## src/rtl/supv_pkg.sv

```systemverilog
package supv_pkg;

    // Which timeout period the watchdog counter is comparing against.
    typedef enum logic [1:0] {
        PER_FIRST_EXT = 2'd0,
        PER_NORMAL    = 2'd1,
        PER_LONG_INT  = 2'd2
    } per_e;

    // Reset pulse length variant.
    typedef enum logic {
        PLEN_SHORT = 1'b0,
        PLEN_LONG  = 1'b1
    } plen_e;

    // Output bundle of the block.
    typedef struct packed {
        logic rst_hi;
        logic rst_lo;
        logic wdo;
    } sup_out_t;

    function automatic int unsigned umax(input int unsigned a, input int unsigned b);
        return (a > b) ? a : b;
    endfunction

    // Period in force for the given mode, select and first-period flag.
    function automatic per_e pick_period(input logic ext_mode,
                                         input logic short_sel,
                                         input logic first_arm);
        if (ext_mode)
            return first_arm ? PER_FIRST_EXT : PER_NORMAL;
        if (short_sel && !first_arm)
            return PER_NORMAL;
        return PER_LONG_INT;
    endfunction

endpackage

```

## src/rtl/supv_kick_sync.sv

```systemverilog
module supv_kick_sync #(
    parameter int STAGES = 2
) (
    input  logic clk,
    input  logic rst,
    input  logic din,
    output logic edge_o
);
    // Stages 0..STAGES-1 synchronise; stage STAGES holds the previous value.
    logic [STAGES:0] chain;

    generate
        for (genvar i = 0; i <= STAGES; i++) begin : g_stage
            if (i == 0) begin : g_first
                always_ff @(posedge clk) begin
                    if (rst) chain[i] <= 1'b0;
                    else     chain[i] <= din;
                end
            end else begin : g_next
                always_ff @(posedge clk) begin
                    if (rst) chain[i] <= 1'b0;
                    else     chain[i] <= chain[i-1];
                end
            end
        end
    endgenerate

    // Either polarity of transition is a kick.
    assign edge_o = chain[STAGES-1] ^ chain[STAGES];

endmodule

```

## src/rtl/supv_wd_timer.sv

```systemverilog
module supv_wd_timer
    import supv_pkg::*;
#(
    parameter int NORM_TICKS      = 1024,
    parameter int FIRST_EXT_TICKS = 4096,
    parameter int LONG_INT_TICKS  = 16384,
    parameter int CNT_W           = 15
) (
    input  logic             clk,
    input  logic             rst,
    input  logic             tick_en,
    input  logic             hold,
    input  logic             kick,
    input  logic             ext_mode,
    input  logic             short_sel,
    output logic             timeout,
    output logic [CNT_W-1:0] cnt,
    output logic             first_arm
);
    localparam logic [CNT_W-1:0] LIM_NORM  = CNT_W'(NORM_TICKS - 1);
    localparam logic [CNT_W-1:0] LIM_FIRST = CNT_W'(FIRST_EXT_TICKS - 1);
    localparam logic [CNT_W-1:0] LIM_LONG  = CNT_W'(LONG_INT_TICKS - 1);

    per_e             per;
    logic [CNT_W-1:0] lim_m1;

    always_comb begin
        per = pick_period(ext_mode, short_sel, first_arm);
        unique case (per)
            PER_FIRST_EXT: lim_m1 = LIM_FIRST;
            PER_NORMAL:    lim_m1 = LIM_NORM;
            default:       lim_m1 = LIM_LONG;
        endcase
    end

    // Terminal tick. A kick on the same edge wins. The >= comparison keeps a
    // mid-count switch to a shorter period from wrapping.
    assign timeout = !rst && !hold && !kick && tick_en && (cnt >= lim_m1);

    always_ff @(posedge clk) begin
        if (rst || hold) begin
            cnt       <= '0;
            first_arm <= 1'b1;
        end else if (kick) begin
            cnt       <= '0;
            first_arm <= 1'b0;
        end else if (tick_en) begin
            if (cnt >= lim_m1) cnt <= '0;
            else               cnt <= cnt + 1'b1;
        end
    end

endmodule

```

## src/rtl/supv_rst_pulse.sv

```systemverilog
module supv_rst_pulse
    import supv_pkg::*;
#(
    parameter int PULSE_SHORT_TICKS = 512,
    parameter int PULSE_LONG_TICKS  = 2048,
    parameter int PW                = 12
) (
    input  logic          clk,
    input  logic          rst,
    input  logic          tick_en,
    input  logic          start,
    input  logic          supply_low,
    input  plen_e         len_sel,
    output logic          active,
    output logic [PW-1:0] cnt
);
    localparam logic [PW-1:0] END_SHORT = PW'(PULSE_SHORT_TICKS - 1);
    localparam logic [PW-1:0] END_LONG  = PW'(PULSE_LONG_TICKS - 1);

    logic [PW-1:0] last;
    assign last = (len_sel == PLEN_LONG) ? END_LONG : END_SHORT;

    always_ff @(posedge clk) begin
        if (rst || supply_low || start) begin
            // Power-up, low supply and timeout all restart the pulse.
            active <= 1'b1;
            cnt    <= '0;
        end else if (active && tick_en) begin
            if (cnt >= last) begin
                active <= 1'b0;
                cnt    <= '0;
            end else begin
                cnt    <= cnt + 1'b1;
            end
        end
    end

endmodule

```

## src/rtl/supv_wdog.sv

```systemverilog
module supv_wdog
    import supv_pkg::*;
#(
    parameter int NORM_TICKS        = 1024,
    parameter int FIRST_EXT_TICKS   = 4096,
    parameter int LONG_INT_TICKS    = 16384,
    parameter int PULSE_SHORT_TICKS = 512,
    parameter int PULSE_LONG_TICKS  = 2048,
    parameter int SYNC_STAGES       = 2
) (
    input  logic clk,
    input  logic rst,
    input  logic tick_en,
    input  logic kick_in,
    input  logic ext_mode,
    input  logic short_sel,
    input  logic pulse_long,
    input  logic supply_low,
    output logic rst_out,
    output logic rst_out_n,
    output logic wdo_out
);
    localparam int MAX_PER = int'(umax(umax(NORM_TICKS, FIRST_EXT_TICKS), LONG_INT_TICKS));
    localparam int CNT_W   = $clog2(MAX_PER + 1);
    localparam int PW      = $clog2(int'(umax(PULSE_SHORT_TICKS, PULSE_LONG_TICKS)) + 1);

    logic             kick_edge;
    logic             timeout;
    logic             rst_active;
    logic             first_arm;
    logic [CNT_W-1:0] wd_cnt;
    logic [PW-1:0]    pulse_cnt;
    logic             wdo_q;
    sup_out_t         outs;

    supv_kick_sync #(
        .STAGES (SYNC_STAGES)
    ) u_sync (
        .clk    (clk),
        .rst    (rst),
        .din    (kick_in),
        .edge_o (kick_edge)
    );

    supv_wd_timer #(
        .NORM_TICKS      (NORM_TICKS),
        .FIRST_EXT_TICKS (FIRST_EXT_TICKS),
        .LONG_INT_TICKS  (LONG_INT_TICKS),
        .CNT_W           (CNT_W)
    ) u_timer (
        .clk       (clk),
        .rst       (rst),
        .tick_en   (tick_en),
        .hold      (rst_active),
        .kick      (kick_edge),
        .ext_mode  (ext_mode),
        .short_sel (short_sel),
        .timeout   (timeout),
        .cnt       (wd_cnt),
        .first_arm (first_arm)
    );

    supv_rst_pulse #(
        .PULSE_SHORT_TICKS (PULSE_SHORT_TICKS),
        .PULSE_LONG_TICKS  (PULSE_LONG_TICKS),
        .PW                (PW)
    ) u_pulse (
        .clk        (clk),
        .rst        (rst),
        .tick_en    (tick_en),
        .start      (timeout),
        .supply_low (supply_low),
        .len_sel    (plen_e'(pulse_long)),
        .active     (rst_active),
        .cnt        (pulse_cnt)
    );

    // Status latch: cleared by a timeout, set by a kick edge, forced high
    // by a low supply.
    always_ff @(posedge clk) begin
        if (rst || supply_low || kick_edge) wdo_q <= 1'b1;
        else if (timeout)                   wdo_q <= 1'b0;
    end

    always_comb begin
        outs.rst_hi = rst_active;
        outs.rst_lo = ~rst_active;
        outs.wdo    = wdo_q;
    end

    assign rst_out   = outs.rst_hi;
    assign rst_out_n = outs.rst_lo;
    assign wdo_out   = outs.wdo;

endmodule

```

## config.mk

```make
export PLATFORM = sky130hd
export DESIGN_NAME = supv_wdog
export DESIGN_NICKNAME = d
export VERILOG_FILES = /design/src/rtl/supv_pkg.sv /design/src/rtl/supv_kick_sync.sv /design/src/rtl/supv_wd_timer.sv /design/src/rtl/supv_rst_pulse.sv /design/src/rtl/supv_wdog.sv
export SDC_FILE = /design/constraint.sdc
export NUM_CORES = 1
export LEC_CHECK = 0
export BUFFER_PORTS_ARGS = -buffer_cell sky130_fd_sc_hd__buf_2
export CORE_ASPECT_RATIO = 0.5
export CORE_MARGIN = 5
export CORE_UTILIZATION = 53
export DETAILED_ROUTE_END_ITERATION = 8
export GPL_TIMING_DRIVEN = 0
export PLACE_DENSITY = 0.72
export SYNTH_ARGS = -nofsm -noshare
export SYNTH_HDL_FRONTEND = slang
export SYNTH_SLANG_ARGS = --single-unit
```

## constraint.sdc

```tcl
create_clock -name clk -period 1.9 [get_ports clk]
set_input_delay 0.38 -clock clk [delete_from_list [all_inputs] [get_ports clk]]
set_output_delay 0.38 -clock clk [all_outputs]
set_load 0.03 [all_outputs]
```

==> key figures <==
Place
  – Dpl cells: around 230
  – DP Worst Slack: -0.3335 ns
  – Area post-placement: 1683 µm²
  – Number of port buffers: 10
  – RePlAce Congestion: around 0.8
  – Dpl hpwl: between 2000 and 2500 µm

Synthesis
  – Main combinational cell family by area after synthesis: simple AND/OR/NAND/NOR gates
  – Top cells by area, synth: dfxtp_1, nor2_1, xor2_1, ha_1, nand2_1
  – Area share of the largest cell type after synthesis: between 40% and 50%
  – Syn nets: a little under 200
  – Mapped Area: 1583 µm²
  – Synthesis Warnings: 0
  – Post-synthesis compound-gate area fraction: about 11%
  – Post-synthesis area per instance: between 8 and 9 µm²
  – Main flop type after synthesis: dfxtp_1
  – XOR/XNOR share of the synthesized area: ~11%
  – EDFF count, synth: 0
  – Cells after Synth: 183
  – Cell accounting for the most synthesized area: dfxtp_1
  – Post-Synth Simple-Gate Area: between 20 and 30%
  – Sequential cell area fraction in the yosys report: approximately two fifths
  – Flip-flop and latch count after synthesis: 33
  – Mux contribution to synthesized area: 0%
  – Synth unique cells: 35
  – Share of synthesized flip-flops with an asynchronous set or reset: 0%
  – Synth Area in Adders: 6.324%

Die
  – Rows: 14
  – Core footprint: just under 3000 µm²
  – Chip height: 48.64 µm
  – I/O pins: 11
  – DIE WIDTH: 87.29 µm
  – Die Area: 4246 µm²
  – Initial Util: a little over half

Global route
  – Met3 usage: 5.085%
  – Vias in the first global route: roughly 1,200
  – Largest net degree at the start of global routing: 11
  – Total grt overflow: 0
  – Met2 Use GR: 26.25%
  – Total track usage: 15.63%
  – Initial antenna violation count: 0
  – Most used routing layer: met2
  – Met1 Resource Use GR: 18.95%
  – First-pass GRT wire length: ~5300 µm

Power and ir drop
  – Internal Pwr Total: just under 1 mW
  – Pwr Total: 1.237 mW
  – Combinational fraction of design power: about 4.0%
  – VDD IR-drop max: 356.8 µV
  – Clock share of power: between 30% and 40%
  – PD cells: 636.6 nW/µm²
  – Switching part of the total: between 20% and 30%
  – Net Switching: between 200 and 300 µW
  – Static leakage: about 0.82 nW
  – Sequential share of power: 56.4%

Timing
  – Final hold vios: 0
  – Final period util: 102.4%
  – Fmax: around 0.51 GHz
  – Final TNS setup: -0.1185 ns
  – Max Slew Vio Count: 0
  – RSZ-0062 raised after global routing: yes
  – Slew @ Worst Pin: 0.6299 ns
  – Final setup vio count: 9
  – Min Clock Period, post-route: slightly below 2 ns
  – Clock Skews: 0.007082 ns
  – Hold_ws: about 0.32 ns
  – Worst setup margin: -0.04554 ns
  – Worst slew margin relative to its limit: roughly 58%

Routing
  – DRT Pass-1 Iters: 4
  – Wirelength per Cell: around 13 µm
  – ANT nets after route: 0
  – DR iter-0 viols: 78
  – Final WL: about 3300 µm
  – DR vias: roughly 1,300
  – Vias per std cell: about 5.3
  – Detailed-route DRC error count: 0

Clock network
  – CTS H-tree depth: 2
  – CTS tree: done
  – Clock sinks: 33
  – Clk root buf: clkbuf_8
  – CTS Buf Count: 5
  – Clock-pin slew on the worst setup and hold paths: about 0.060 ns
  – Hold buffers post-CTS: 0
  – Clk buf depth: 2
  – Clock Latency Late Sink: between 0.2 and 0.3 ns

Layout
  – Area taken by multi-input logic gates: ~980 µm²
  – Final Non-Filler Cells: roughly 250
  – Final #Nets: between 200 and 250
  – ANT cells: 0
  – P&R area growth vs syn: 22.77%
  – Share of layout cells above drive strength 1: 21.80%
  – Fin util: between 60 and 70%
  – FILL cells: 239
  – Final Instance Area: 1943 µm²
  – Reg area: between 600 and 700 µm²

Critical path
  – Crit-path max FO: 4
  – CP Launch Type: register
  – Worst Setup SP: u_timer.first_arm
  – CP Capture Type: register
  – Critical Path RT: a little over 2 ns
  – R2R cell count: 9
  – Worst r2r src: u_timer.first_arm
  – FF-to-FF End: u_pulse.active
  – Arr. time, crit path: around 2.1 ns
  – WS Path Type: reg2reg
  – CP endpoint: u_pulse.active
  – R2R setup slack: -0.05 ns

Worst hold path
  – Worst Hold Class: in2reg

Status
  – Failing checks: negative setup slack
  – Status: complete, but fails checks

Run
  – Max cap viols: 0
## cells by family after synthesis
family | Yosys count
AOI/OAI and AO/OA | 23
buffers and inverters | 9
adders and majority gates | 8
and+or+nand+nor | 90
DFF | 33
xor gates and xnor gates | 20
## power groups by stage
stage                     sequential (mW)  combinational (mW)  clock, mW
after floorplan                     0.713              0.0246          0
after global placement              0.713              0.0389          0
after detailed placement            0.713              0.0397          0
after CTS                           0.698              0.0415      0.505
after global routing                0.698              0.0560      0.547
final                               0.698              0.0492      0.490
## worst min path at each step
stage                          startpoint               to  slack, ns  cells after the start
after floorplan           u_sync.chain[0]  u_sync.chain[1]       0.41                      1
after global placement    u_sync.chain[0]  u_sync.chain[1]       0.42                      1
after detailed placement  u_sync.chain[0]  u_sync.chain[1]       0.43                      1
after CTS                         kick_in  u_sync.chain[0]       0.32                      2
after global routing              kick_in  u_sync.chain[0]       0.33                      2
final                             kick_in  u_sync.chain[0]       0.32                      2
## layer usage
layer	vias to the layer above	wire (µm)
met4	0	84
met3	11	129
met5	-	0
met2	18	1553
met1	610	1555
li1	693	-
## repair_timing
| action | 4_1_cts | 5_1_grt |
|---|---|---|
| gates cloned | 1 | 1 |
| setup endpoints to repair | 26 | 28 |
| resized for setup | 5 | 17 |
| pin swaps | 3 | 15 |
| buffers inserted | 3 | 5 |
## critical path, stage by stage, from the launching register on
cell	delay (ns)
dfxtp_2	0.35
inv_2	0.04
a21o_1	0.23
ha_4	0.27
a211oi_4	0.21
nand2_2	0.13
a21oi_4	0.20
buf_6	0.17
o21ai_4	0.06
a21o_1	0.17
## cell type report
type | count | share of cell area, %
timing repair buffer | 19 | 6.246
inverter | 6 | 1.159
buffer | 3 | 1.095
tap | 40 | 2.576
multi-input combinational | 142 | 50.68
sequential | 33 | 34.13
clock buffer | 8 | 4.121
## synthesized netlist by cell type, drive strengths merged (4+ instances only)
master / count
a21oi: 6
nor2: 35
nand2: 19
nand3: 7
dfxtp: 33
nor2b: 4
ha: 8
o21ai: 6
nor3: 5
inv: 6
xnor2: 7
xor2: 13
nand4: 6
## state kept, by name (all words and copies together), names as in the netlist
register	cells
u_timer.cnt	15
u_pulse.cnt	12
u_sync.chain	3
u_pulse.active	1
u_timer.first_arm	1
wdo_out	1
## placed cells by master, fill, tap and decap left out, types with 2 or more instances in the layout
cell      count
buf_2        11
buf_4         8
or2_2         2
o21ai_0       3
nor2_1       34
and4_1        3
a21o_1        2
xnor2_1       7
nor2b_1       4
a211o_1       2
a21oi_1       5
nand3b_1      2
o211ai_4      2
dfxtp_1      31
clkbuf_8      5
xor2_1       13
nand3_1       7
ha_1          5
ha_4          2
a31oi_1       2
nor3_1        4
inv_1         5
nand2_1      18
or3_1         2
dfxtp_2       2
buf_6         2
nand4_1       6
and3_1        2
clkbuf_1      3
Power figures use the tool's default switching activity.
